--- src/rtl/dp_alu.sv ---
module dp_alu #(
  parameter int WIDTH = 32
) (
  input  logic [3:0]       op_sel,
  input  logic [3:0]       cond,
  input  logic             set_flags,
  input  logic [WIDTH-1:0] opa,
  input  logic [WIDTH-1:0] opb,
  input  logic             shift_carry,
  input  logic [3:0]       flags_in,
  output logic [WIDTH-1:0] result,
  output logic             result_we,
  output logic [3:0]       flags_out
);
  localparam int MSB = WIDTH - 1;

  typedef enum logic [3:0] {
    OP_AND, OP_EOR, OP_SUB, OP_RSB, OP_ADD, OP_ADC, OP_SBC, OP_RSC,
    OP_TST, OP_TEQ, OP_CMP, OP_CMN, OP_ORR, OP_MOV, OP_BIC, OP_MVN
  } op_e;

  op_e op;
  assign op = op_e'(op_sel);

  logic fn, fz, fc, fv;
  assign {fn, fz, fc, fv} = flags_in;

  logic cond_pass;
  always_comb begin
    unique case (cond)
      4'h0: cond_pass = fz;
      4'h1: cond_pass = !fz;
      4'h2: cond_pass = fc;
      4'h3: cond_pass = !fc;
      4'h4: cond_pass = fn;
      4'h5: cond_pass = !fn;
      4'h6: cond_pass = fv;
      4'h7: cond_pass = !fv;
      4'h8: cond_pass = fc && !fz;
      4'h9: cond_pass = !fc || fz;
      4'hA: cond_pass = (fn == fv);
      4'hB: cond_pass = (fn != fv);
      4'hC: cond_pass = !fz && (fn == fv);
      4'hD: cond_pass = fz || (fn != fv);
      4'hE: cond_pass = 1'b1;
      default: cond_pass = 1'b0;
    endcase
  end

  logic [WIDTH-1:0] add_x, add_y;
  logic             add_ci, is_arith;
  always_comb begin
    add_x    = opa;
    add_y    = opb;
    add_ci   = 1'b0;
    is_arith = 1'b1;
    unique case (op)
      OP_ADD, OP_CMN: ;
      OP_ADC:         add_ci = fc;
      OP_SUB, OP_CMP: begin add_y = ~opb; add_ci = 1'b1; end
      OP_SBC:         begin add_y = ~opb; add_ci = fc;   end
      OP_RSB:         begin add_x = opb; add_y = ~opa; add_ci = 1'b1; end
      OP_RSC:         begin add_x = opb; add_y = ~opa; add_ci = fc;   end
      default:        is_arith = 1'b0;
    endcase
  end

  logic [WIDTH:0] sum;
  assign sum = {1'b0, add_x} + {1'b0, add_y} + {{WIDTH{1'b0}}, add_ci};

  logic ovf;
  assign ovf = (add_x[MSB] == add_y[MSB]) && (sum[MSB] != add_x[MSB]);

  logic [WIDTH-1:0] logic_res;
  always_comb begin
    unique case (op)
      OP_AND, OP_TST: logic_res = opa & opb;
      OP_EOR, OP_TEQ: logic_res = opa ^ opb;
      OP_ORR:         logic_res = opa | opb;
      OP_BIC:         logic_res = opa & ~opb;
      OP_MOV:         logic_res = opb;
      OP_MVN:         logic_res = ~opb;
      default:        logic_res = '0;
    endcase
  end

  assign result = is_arith ? sum[MSB:0] : logic_res;

  logic is_probe, upd;
  assign is_probe  = (op == OP_TST) || (op == OP_TEQ) || (op == OP_CMP) || (op == OP_CMN);
  assign upd       = cond_pass && (is_probe || set_flags);
  assign result_we = cond_pass && !is_probe;

  logic [3:0] new_flags;
  assign new_flags = {result[MSB], result == '0,
                      is_arith ? sum[WIDTH] : shift_carry,
                      is_arith ? ovf : fv};
  assign flags_out = upd ? new_flags : flags_in;

  always_comb begin
    if (cond == 4'hF)
      a_r10_never_passes: assert (!result_we && flags_out == flags_in);
    if (!cond_pass)
      a_r11_fail_holds: assert (!result_we && flags_out == flags_in);
    if (op_sel[3:2] == 2'b10)
      a_r8_probe_no_write: assert (!result_we);
    if (!is_arith)
      a_r7_logic_keeps_v: assert (flags_out[0] == flags_in[0]);
    if (result_we && !set_flags)
      a_r9_quiet_flags: assert (flags_out == flags_in);
    if (result_we && set_flags)
      a_r5_nz_follow: assert (flags_out[3] == result[MSB] && flags_out[2] == (result == '0));
  end
endmodule

--- config.mk ---
export PLATFORM = sky130hd
export DESIGN_NAME = dp_alu
export DESIGN_NICKNAME = d
export VERILOG_FILES = /design/src/rtl/dp_alu.sv
export SDC_FILE = /design/constraint.sdc
export NUM_CORES = 1
export LEC_CHECK = 0
export CORE_AREA = 2 2 113 115
export DETAILED_ROUTE_END_ITERATION = 7
export DIE_AREA = 0 0 115 117
export PLACE_DENSITY = 0.72
export SLEW_MARGIN = 15
export SYNTH_ARGS = -nofsm -noshare
export SYNTH_HDL_FRONTEND = slang
export SYNTH_SLANG_ARGS = --single-unit
export TNS_END_PERCENT = 30
--- constraint.sdc ---
create_clock -name vclk -period 7.89
set_clock_uncertainty 0.2 [all_clocks]
set_input_delay 0.789 -clock vclk [all_inputs]
set_output_delay 0.789 -clock vclk [all_outputs]
set_load 0.1 [all_outputs]
-- Word level (Yosys, flattened, before mapping)
Index checks and enable logic that the tools add are counted.
- add/subtract/negate cells: 2
- eq/ne operators: 33
- mux-type cells: 10
- bitwise operators: 6
- reductions and logical operators: 26
- operators with widths (cell ; number):
    $pmux 32 s6 ; 1
    $and 32x32->32 ; 2
    $mux 32 ; 2
    $not 32->32 ; 2
    $pmux 32 s2 ; 1
    $eq 4x4->1 const B ; 15
    $add 32x32->33 ; 1
    $add 33x1->33 ; 1
    $eq 4x3->1 const B ; 8
    $logic_not 32->1 ; 1
    $or 32x32->32 ; 1
    $xor 32x32->32 ; 1
    $eq 4x2->1 const B ; 4
    $pmux 1 s15 ; 1
    $reduce_or 3->1 ; 3
    $eq 4x1->1 const B ; 2
    $logic_not 4->1 ; 2
    $reduce_or 8->1 ; 1
    $logic_or 1x1->1 ; 6
    $reduce_or 2->1 ; 3
    $logic_and 1x1->1 ; 5
    $logic_not 1->1 ; 5
    $mux 4 ; 1
    $mux 1 ; 3
    3 further kinds ; 5
- register bits after elaboration: 0
- logic and storage cells: 77

-- Depth between registers and ports, before layout
Gate-level depths: netlist of the first run.
- depth in word-level cells: 9
- gate-level depth with buffers: 25

-- Worst setup path after synthesis of the first run
OpenSTA, ideal clock, no wires.
- kind: input to output
- start point: input port op_sel[1]
- end point: output port flags_out[2]
- arrival: 9.196 ns
- required time: 6.901 ns
- setup slack: -2.295 ns
- cell stages on the path: 25
- cell sequence: buf_2 -> buf_2 -> buf_4 -> buf_2 -> buf_2 -> buf_1 -> buf_2 -> nand3b_1 -> o21ai_1 -> clkbuf_1 -> nor2_1 -> a211oi_1 -> fa_1 -> inv_1 -> fa_1 -> a21o_1 -> a21oi_1 -> xor2_1 -> o221ai_1 -> or4b_1 -> or4_1 -> or4_1 -> nor4_1 -> or4b_1 -> o31ai_2
- longest elaborated chain between the ends: 8
- RTL lines (element ; line ; RTL):
    start, declared ; 4 ; input logic [3:0] op_sel,
    $eq 4x4->1 (tied with other cells) ; 57 ; unique case (op)
    $reduce_or 3->1 (no source line) / $reduce_or 2->1 (equally long branches) ; - ;
    $pmux 32 s2 / $mux 32 (equally long branches) ; 57 ;
    $add 32x32->33 ; 69 ; assign sum = {1'b0, add_x} + {1'b0, add_y} + {{WIDTH{1'b0}}, add_ci};
    $add 33x1->33 ; 69 ;
    $mux 32 (*) ; 87 ; assign result = is_arith ? sum[MSB:0] : logic_res;
    net result[4] ; 11 ; output logic [WIDTH-1:0] result,
    $logic_not 32->1 (*) ; 95 ; assign new_flags = {result[MSB], result == '0,
    $mux 4 (*) ; 98 ; assign flags_out = upd ? new_flags : flags_in;
    end, declared ; 13 ; output logic [3:0] flags_out
The timed path passes the listed nets; every way through them passes the cells marked *.

-- Worst setup path in the final report of the first run
- start point: input port op_sel[3]
- end point: output port flags_out[2]
- longest elaborated chain between the ends: 8
- RTL lines (element ; line):
    $eq 4x4->1 (tied with other cells) ; 57, 90
    $reduce_or 3->1 (no source line) / $reduce_or 2->1 (equally long branches) ; -
    $pmux 32 s2 / $mux 32 (equally long branches) ; 57
    $add 32x32->33 ; 69
    $add 33x1->33 ; 69
    $mux 32 ; 87
    $logic_not 32->1 ; 95
    $mux 4 (*) ; 98
Mark *: on every way between the ends. The rest lies on a longest branch, timed or not.

==> results of run 1 <==
-- cells in the final DEF, fill, tap and decap left out, types with 6 or more instances in the layout --
cell,synthesis,final
xor2_1,22,22
nand2_1,129,129
nand3_1,17,17
o22ai_1,10,10
mux2i_1,9,9
nand2b_1,6,6
buf_4,3,22
a211oi_1,11,10
nor2_1,61,60
o21a_1,7,7
a21oi_1,62,62
a21o_1,11,11
ha_1,63,63
o211ai_1,10,10
or3_1,7,7
inv_1,75,75
nand4_1,10,10
clkdlybuf4s50_1,0,78
a31oi_1,14,14
buf_12,0,32
xnor2_1,28,28
o221ai_1,9,6
o21bai_1,6,6
nor2b_1,10,10
a32oi_1,9,9
o21ai_0,149,149
nor3_1,13,11
-- layer usage --
metal | up-vias | share of wire (%) | routed length (um)
met5 | - | 0 | 0
met4 | 0 | 2.7 | 523
met3 | 46 | 9.5 | 1842
met2 | 341 | 43 | 8419
met1 | 3170 | 45 | 8658
li1 | 3421 | - | -
-- worst min-delay path by stage --
stage | end | start | cells past startpoint | slack, ns
2_1_floorplan | flags_out[2] | flags_in[2] | 2 | 1.78
6_report | result[1] | op_sel[1] | 5 | 2.13
3_3_place_gp | result[1] | op_sel[1] | 5 | 2.09
4_1_cts | result[1] | op_sel[1] | 5 | 2.11
3_5_place_dp | result[1] | op_sel[1] | 5 | 2.10
5_1_grt | result[0] | op_sel[1] | 5 | 2.20
-- cells by family (layout without fill, tap and decap cells) --
family	count (synthesis)	after routing	share of synthesized area, %
and+or+nand+nor	291	291	25.13
other	0	1	0
adders and majority gates	65	65	15.25
AOI/OAI and AO/OA	349	349	39.76
buffers and inverters	130	208	9.514
muxes	12	12	2.281
xor gates and xnor gates	50	50	8.063
-- worst max-delay path, stage by stage --
cell             delay [ns]
clkdlybuf4s50_1        0.51
nand3b_1               0.23
buf_12                 0.31
nor2_1                 0.09
a211oi_2               0.19
fa_2                   0.25
inv_1                  0.05
fa_2                   0.36
a21o_1                 0.20
a21oi_1                0.18
xor2_1                 0.27
o221ai_4               0.15
or4b_1                 0.49
or4_1                  0.52
or4_1                  0.44
nor4_1                 0.39
or4b_1                 0.52
o31ai_2                0.33
buf_12                 0.22
-- through the flow --
step | cell area (sq um) | std cells
floorplan | 5548 | 897
global placement | 7039 | 1125
detailed placement | 7039 | 1125
CTS | 7039 | 1125
global route | 7039 | 1125
finish | 7042 | 1126
-- cell type report --
class / instances / area, sq um
fillers: 1200 / 5270
multi-input cells: 767 / 4979
repair buffers: 133 / 1592
inverters: 75 / 281.5
well taps: 150 / 187.7
diodes: 1 / 2.502
==> flow_metrics.env, run 1 <==
export IMPL_worst_slack_ns=0.3610
export IMPL_crit_type="input port to output port"
export IMPL_critPathRequiredTime_ns=6.90
export IMPL_nClkBuffers=0
export IMPL_fp_dieH_um=117
export IMPL_start_kind="input port"
export IMPL_crit_end="flags_out[2]"
export IMPL_grt_met2_usage_pct=44.86
export IMPL_numSequentialCells=0
export IMPL_die_w_um=115
export IMPL_via_per_inst=6.197
export IMPL_fin_crit_ns=7.529
export IMPL_drive_gt1_share_pct=8.205
export IMPL_setup_viol=0
export IMPL_synth_most_common_cell="o21ai_0"
export IMPL_synth_warnings=0
export IMPL_ys_types=70
export IMPL_area_growth_pct=29.65
export IMPL_grt_max_degree=97
export IMPL_track_usage_pct=27.89
export IMPL_first_pass_iters=6
export IMPL_rsz0062_at_grt="false"
export IMPL_slew_headroom_pct=35.67
export IMPL_max_cap_violations=0
export IMPL_start_util_pct=44.12
export IMPL_final_antenna_net_count=0
export IMPL_dpl_worst_slack_ns=0.4226
export IMPL_synth_seq_area_share_pct=0
export IMPL_syn_num_nets=1040
export IMPL_syn_area_per_cell_sq_um=6.055
export IMPL_grt_busiest_layer="met2"
export IMPL_wire_per_inst_um=17.27
export IMPL_gp_congestion=0.9617
export IMPL_hold_buffers=0
export IMPL_fp_coreArea_sq_um=12310
export IMPL_critPathMaxFanout=96
export IMPL_hold_ws_ns=2.129
export IMPL_synth_area_sq_um=5431
export IMPL_crit_arrival_ns=6.54
export IMPL_num_vias=6978
export IMPL_grt_ovfl_total=0
export IMPL_drc=0
export IMPL_synth_top_area_cell="ha_1"
export IMPL_numPortBuffers=115
export IMPL_grt_use_met3_pct=1.905
export IMPL_nets=1120
export IMPL_synth_commonest_cells="149 x o21ai_0, 129 x nand2_1, 75 x inv_1, 63 x ha_1, 62 x a21oi_1"
export IMPL_yosysTopAreaCellShare_pct=14.51
export IMPL_tightestPinTransition_ns=0.9619
export IMPL_antenna_found_initial=1
export IMPL_core_rowCount=41
export IMPL_critical_path_startpoint="op_sel[3]"
export IMPL_synth_area_top_cells="ha_1 15%, o21ai_0 14%, nand2_1 8.9%"
export IMPL_grt_pass1_wl_um=31190
export IMPL_slew_violations=0
export IMPL_use_met1_pct=40.28
export IMPL_pin_count=115
export IMPL_cts_repair_timing_setup_buffer_count=0
export IMPL_dieArea_sq_um=13460
export IMPL_status="complete, no violations"
export IMPL_fin_crit_sh_pct=95.42
export IMPL_hold_path_class="input port to output port"
export IMPL_dp_hpwl_um=14840
export IMPL_first_iter_violations=839
export IMPL_fin_util_pct=57.20
export IMPL_seqCellArea_sq_um=0
export IMPL_wl_um=19440
export IMPL_fmax_mhz=132.8
export IMPL_grt_pass1_vias=6370
export IMPL_fin_tns_setup_ns=0
export IMPL_hold_viol=0
export IMPL_cts_resized=0
export IMPL_syn_inst=897
export IMPL_worst_setup_path_end_kind="output port"
==> inputs of run 2 (changes only) <==
- MAX_ROUTING_LAYER: unset -> met4
==> run 2 against run 1 <==
Routed wire length is 1.4% lower. Cell area shrank 0.14%. Via count shrank 1.7%. Global-route usage increased by 0.76 points. Final cell count decreased by 0.18%. Worst setup slack better by 0.079 ns. Maximum frequency up 1.1%. Highest routed layer unchanged.
==> flow_metrics.env, run 2 (synthesized netlist as in run 1, its figures left out) <==
export IMPL_status="complete, no violations"
export IMPL_drc=0
export IMPL_die_w_um=115
export IMPL_slew_violations=0
export IMPL_fin_crit_sh_pct=94.42
export IMPL_hold_path_class="input port to output port"
export IMPL_max_vdd_ir_drop_v=0.0001680
export IMPL_slowest_stage="or4_1"
export IMPL_cts_repair_timing_setup_buffer_count=0
export IMPL_dp_cells=1124
export IMPL_fillCellCount=1206
export IMPL_worst_slack_ns=0.4403
export IMPL_seqCellArea_sq_um=0
export IMPL_cp_cell_sequence="clkdlybuf4s50_1 -> nand3b_1 -> buf_12 -> nor2_1 -> a211oi_2 -> fa_2 -> inv_1 -> fa_2 -> a21o_1 -> a21oi_1 -> xor2_1 -> o221ai_4 -> or4b_1 -> or4_1 -> or4_1 -> nor4_1 -> or4b_1 -> o31ai_2 -> buf_12"
export IMPL_fmax_mhz=134.2
export IMPL_hold_viol=0
export IMPL_num_vias=6859
export IMPL_critPathMaxFanout=96
export IMPL_wl_um=19180
export IMPL_grt_pass1_wl_um=31100
export IMPL_dieArea_sq_um=13460
export IMPL_worst_setup_path_end_kind="output port"
export IMPL_grt_ovfl_total=0
export IMPL_crit_arrival_ns=6.46
export IMPL_first_pass_iters=6
export IMPL_grt_max_degree=97
export IMPL_dpl_worst_slack_ns=0.5158
export IMPL_cp_slowest_stage_delay_ns=0.52
export IMPL_start_kind="input port"
export IMPL_numPortBuffers=115
export IMPL_via_per_inst=6.102
export IMPL_leakagePower_nw=3.022
export IMPL_hold_buffers=0
export IMPL_max_cap_violations=0
export IMPL_grt_pass1_vias=6205
export IMPL_antenna_found_initial=0
export IMPL_dp_hpwl_um=14490
export IMPL_diodes=0
export IMPL_core_rowCount=41
export IMPL_final_common_cell="o21ai_0"
export IMPL_drive_gt1_share_pct=8.111
export IMPL_rsz0062_at_grt="false"
export IMPL_fin_crit_ns=7.450
export IMPL_track_usage_pct=28.64
export IMPL_nClkBuffers=0
export IMPL_slew_headroom_pct=35.69
export IMPL_cts_resized=0
export IMPL_final_antenna_net_count=0
export IMPL_area_growth_pct=29.46
export IMPL_power_density_nw_per_um2=150.0
export IMPL_nets=1119
export IMPL_fp_dieH_um=117
export IMPL_total_power_mw=1.054
export IMPL_critPathRequiredTime_ns=6.90
export IMPL_fin_util_pct=57.11
export IMPL_mostFrequentLayoutCells="149 x o21ai_0, 129 x nand2_1, 78 x clkdlybuf4s50_1, 75 x inv_1, 63 x ha_1"
export IMPL_fp_coreArea_sq_um=12310
export IMPL_crit_type="input port to output port"
export IMPL_setup_viol=0
export IMPL_start_util_pct=44.12
export IMPL_gp_congestion=1.004
export IMPL_numSequentialCells=0
export IMPL_pin_count=115
export IMPL_instances_no_fill=1124
export IMPL_wire_per_inst_um=17.06
export IMPL_hold_ws_ns=2.145
export IMPL_first_iter_violations=865
export IMPL_multi_input_area_sq_um=4979
export IMPL_tightestPinTransition_ns=0.9616
## run 2: changes by cell type in the layout (fill, tap and decap cells not counted)
| cell | before | now |
|---|---|---|
| buf_4 | 22 | 21 |
| diode_2 | 1 | 0 |
## run 2: power breakdown
part           total, mW  leakage, nW  internal, mW  switching [mW]
sequential             0            0             0               0
clock                  0            0             0               0
combinational       1.05         3.02         0.373           0.681
## run 2: routing by layer
metal | global-route usage, % | wire length (um) | vias up
met2 | 44.08 | 8234 | 313
met1 | 41.63 | 9136 | 3085
met5 | - | 0 | -
met3 | 1.081 | 1427 | 31
li1 | - | - | 3430
met4 | 6.426 | 381 | 0
## run 2: cell type report
class,count,area share (%)
Multi-Input combinational cell,767,70.80
Tap cell,150,2.669
Timing Repair Buffer,132,22.53
Inverter,75,4.004
## run 2: final timing paths
check	from	endpoint	slack, ns	cells after the start
setup / recovery	op_sel[3]	flags_out[2]	0.44	19
hold / removal	op_sel[1]	result[1]	2.14	5
## run 2: metrics by stage
step / TNS (ns) / instance area (sq um)
detailed placement: 0 / 7032
global placement: 0 / 7032
global route: 0 / 7032
floorplan: -0.7736 / 5548
CTS: 0 / 7032
finish: 0 / 7032
## run 2: worst max-delay path, delay by kind of cell
family	cells	cell delay, ns
compound gates	5	1.06
simple gates	7	2.64
buf+inv	4	1.11
fa+ha+maj	2	0.59
xor+xnor	1	0.25
Power figures use the tool's default switching activity.
==> inputs of run 3 (changes only) <==
--- a/config.mk
+++ b/config.mk
@@ -10,4 +10,5 @@
 export DIE_AREA = 0 0 115 117
+export DONT_BUFFER_PORTS = 1
 export MAX_ROUTING_LAYER = met4
-export PLACE_DENSITY = 0.72
+export PLACE_DENSITY = 0.59
 export SLEW_MARGIN = 15
==> constraint.sdc (replaced) <==
create_clock -name vclk -period 7.89
set_clock_uncertainty 0.2 [all_clocks]
set_input_delay 1.9725 -clock vclk [all_inputs]
set_output_delay 1.9725 -clock vclk [all_outputs]
set_load 0.1 [all_outputs]
==> run 3 against run 2 <==
The flow now finishes with violations (negative setup slack). Final cell count is 7.7% higher. Non-clock buffer count is 86 higher. Via count rose by 8.7%. Critical path type unchanged.
==> flow_metrics.env, run 3 (synthesized netlist as in run 1, its figures left out) <==
export IMPL_status="finished, violations left"
export IMPL_violations="negative setup slack"
export IMPL_mostFrequentLayoutCells="191 x buf_4, 128 x nand2_1, 113 x o21ai_0, 74 x inv_1, 57 x nor2_1"
export IMPL_worst_setup_path_end_kind="output port"
export IMPL_drt_met1_wl_um=9124
export IMPL_grt_ovfl_total=0
export IMPL_first_iter_violations=482
export IMPL_tightestPinTransition_ns=1.050
export IMPL_fin_crit_ns=8.873
export IMPL_path_buf_inv=3
export IMPL_min_to="flags_out[3]"
export IMPL_top_layer_used="met4"
export IMPL_wire_per_inst_um=18.33
export IMPL_nClkBuffers=0
export IMPL_grt_pass1_wl_um=34250
export IMPL_pin_count=115
export IMPL_place_area_sq_um=7330
export IMPL_leakagePower_nw=3.564
export IMPL_holdPathStages=2
export IMPL_slew_violations=0
export IMPL_max_vdd_ir_drop_v=0.0001120
export IMPL_cp_depth=19
export IMPL_hold_viol=0
export IMPL_track_usage_pct=32.03
export IMPL_slowest_stage="or4_4"
export IMPL_drive_gt1_share_pct=28.40
export IMPL_crit_arrival_ns=6.70
export IMPL_start_kind="input port"
export IMPL_final_common_cell="buf_4"
export IMPL_critPathRequiredTime_ns=5.72
export IMPL_numSequentialCells=0
export IMPL_final_antenna_net_count=0
export IMPL_dieArea_sq_um=13460
export IMPL_met3_length_um=1646
export IMPL_wl_um=22170
export IMPL_hp_start="flags_in[3]"
export IMPL_slew_headroom_pct=29.92
export IMPL_fin_crit_sh_pct=112.5
export IMPL_first_pass_iters=5
export IMPL_area_growth_pct=42.64
export IMPL_num_vias=7456
export IMPL_fin_util_pct=62.93
export IMPL_worst_slack_ns=-0.9831
export IMPL_numPortBuffers=0
export IMPL_drc=0
export IMPL_nets=1205
export IMPL_fp_coreArea_sq_um=12310
export IMPL_rsz0062_at_grt="true"
export IMPL_antenna_found_initial=0
export IMPL_via_per_inst=6.162
export IMPL_seqCellArea_sq_um=0
export IMPL_diodes=0
export IMPL_fmax_mhz=112.7
export IMPL_die_w_um=115
export IMPL_cp_cell_sequence="nand3b_1 -> o21ai_2 -> buf_4 -> nand2_1 -> o21ai_0 -> o21ai_2 -> ha_1 -> nor2b_1 -> o21a_1 -> or3_1 -> a32o_1 -> or4b_1 -> or4_4 -> or4_4 -> nor4_4 -> buf_4 -> or4b_4 -> o31ai_4 -> buf_12"
export IMPL_fillCellCount=1133
export IMPL_power_density_nw_per_um2=152.9
export IMPL_crit_family="simple AND/OR/NAND/NOR gates"
export IMPL_gp_congestion=0.9792
export IMPL_crit_type="input port to output port"
export IMPL_setup_viol=5
export IMPL_fp_dieH_um=117
export IMPL_hold_path_class="input port to output port"
export IMPL_grt_pass1_vias=7139
export IMPL_core_rowCount=41
export IMPL_wl_met2_um=10770
export IMPL_critPathMaxFanout=11
export IMPL_dp_hpwl_um=16580
export IMPL_cp_slowest_stage_delay_ns=0.53
export IMPL_grt_max_degree=66
export IMPL_final_design_area_no_fill_sq_um=7747
export IMPL_hold_buffers=0
export IMPL_start_util_pct=44.12
export IMPL_multi_input_area_sq_um=5351
export IMPL_max_cap_violations=0
run 3: repair_timing:
action | 4_1_cts | 5_1_grt
setup buffers | 2 | 18
resized for setup | 16 | 62
gates cloned | 0 | 1
endpoints found under the setup margin | 6 | 11
pin swaps | 6 | 27
run 3: layout make-up:
cell class / instances / area share, %
Timing Repair Buffer: 218 / 24.87
Tap cell: 150 / 2.422
Multi-Input combinational cell: 767 / 69.07
Inverter: 75 / 3.634
run 3: layer usage:
metal / up-vias / global-route usage (%)
li1: 3594 / -
met1: 3515 / 39.20
met2: 291 / 56.04
met3: 56 / 3.038
met4: 0 / 9.558
met5: - / -
run 3: stage by stage:
stage	power (mW)	setup TNS, ns	hold WS, ns	setup WS, ns	std cells
2_1_floorplan	0.7353	-17.36	4.059	-3.087	897
3_3_place_gp	1.100	-1.983	4.049	-0.9677	1189
3_5_place_dp	1.114	-2.369	4.049	-1.147	1189
4_1_cts	1.128	-1.458	4.049	-0.9791	1191
5_1_grt	1.256	-2.199	4.051	-1.075	1210
6_report	1.185	-1.400	4.046	-0.9831	1210
run 3: power by group:
group	switching [mW]	internal, mW
registers	0	0
logic	0.712	0.473
clock network	0	0
run 3: worst max-delay path by stage:
stage          startpoint           end  slack, ns
3_3_place_gp    op_sel[3]  flags_out[2]      -0.97
2_1_floorplan   op_sel[1]  flags_out[2]      -3.09
5_1_grt         op_sel[3]  flags_out[2]      -1.08
3_5_place_dp    op_sel[3]  flags_out[2]      -1.15
4_1_cts         op_sel[3]  flags_out[2]      -0.98
6_report        op_sel[3]  flags_out[2]      -0.98
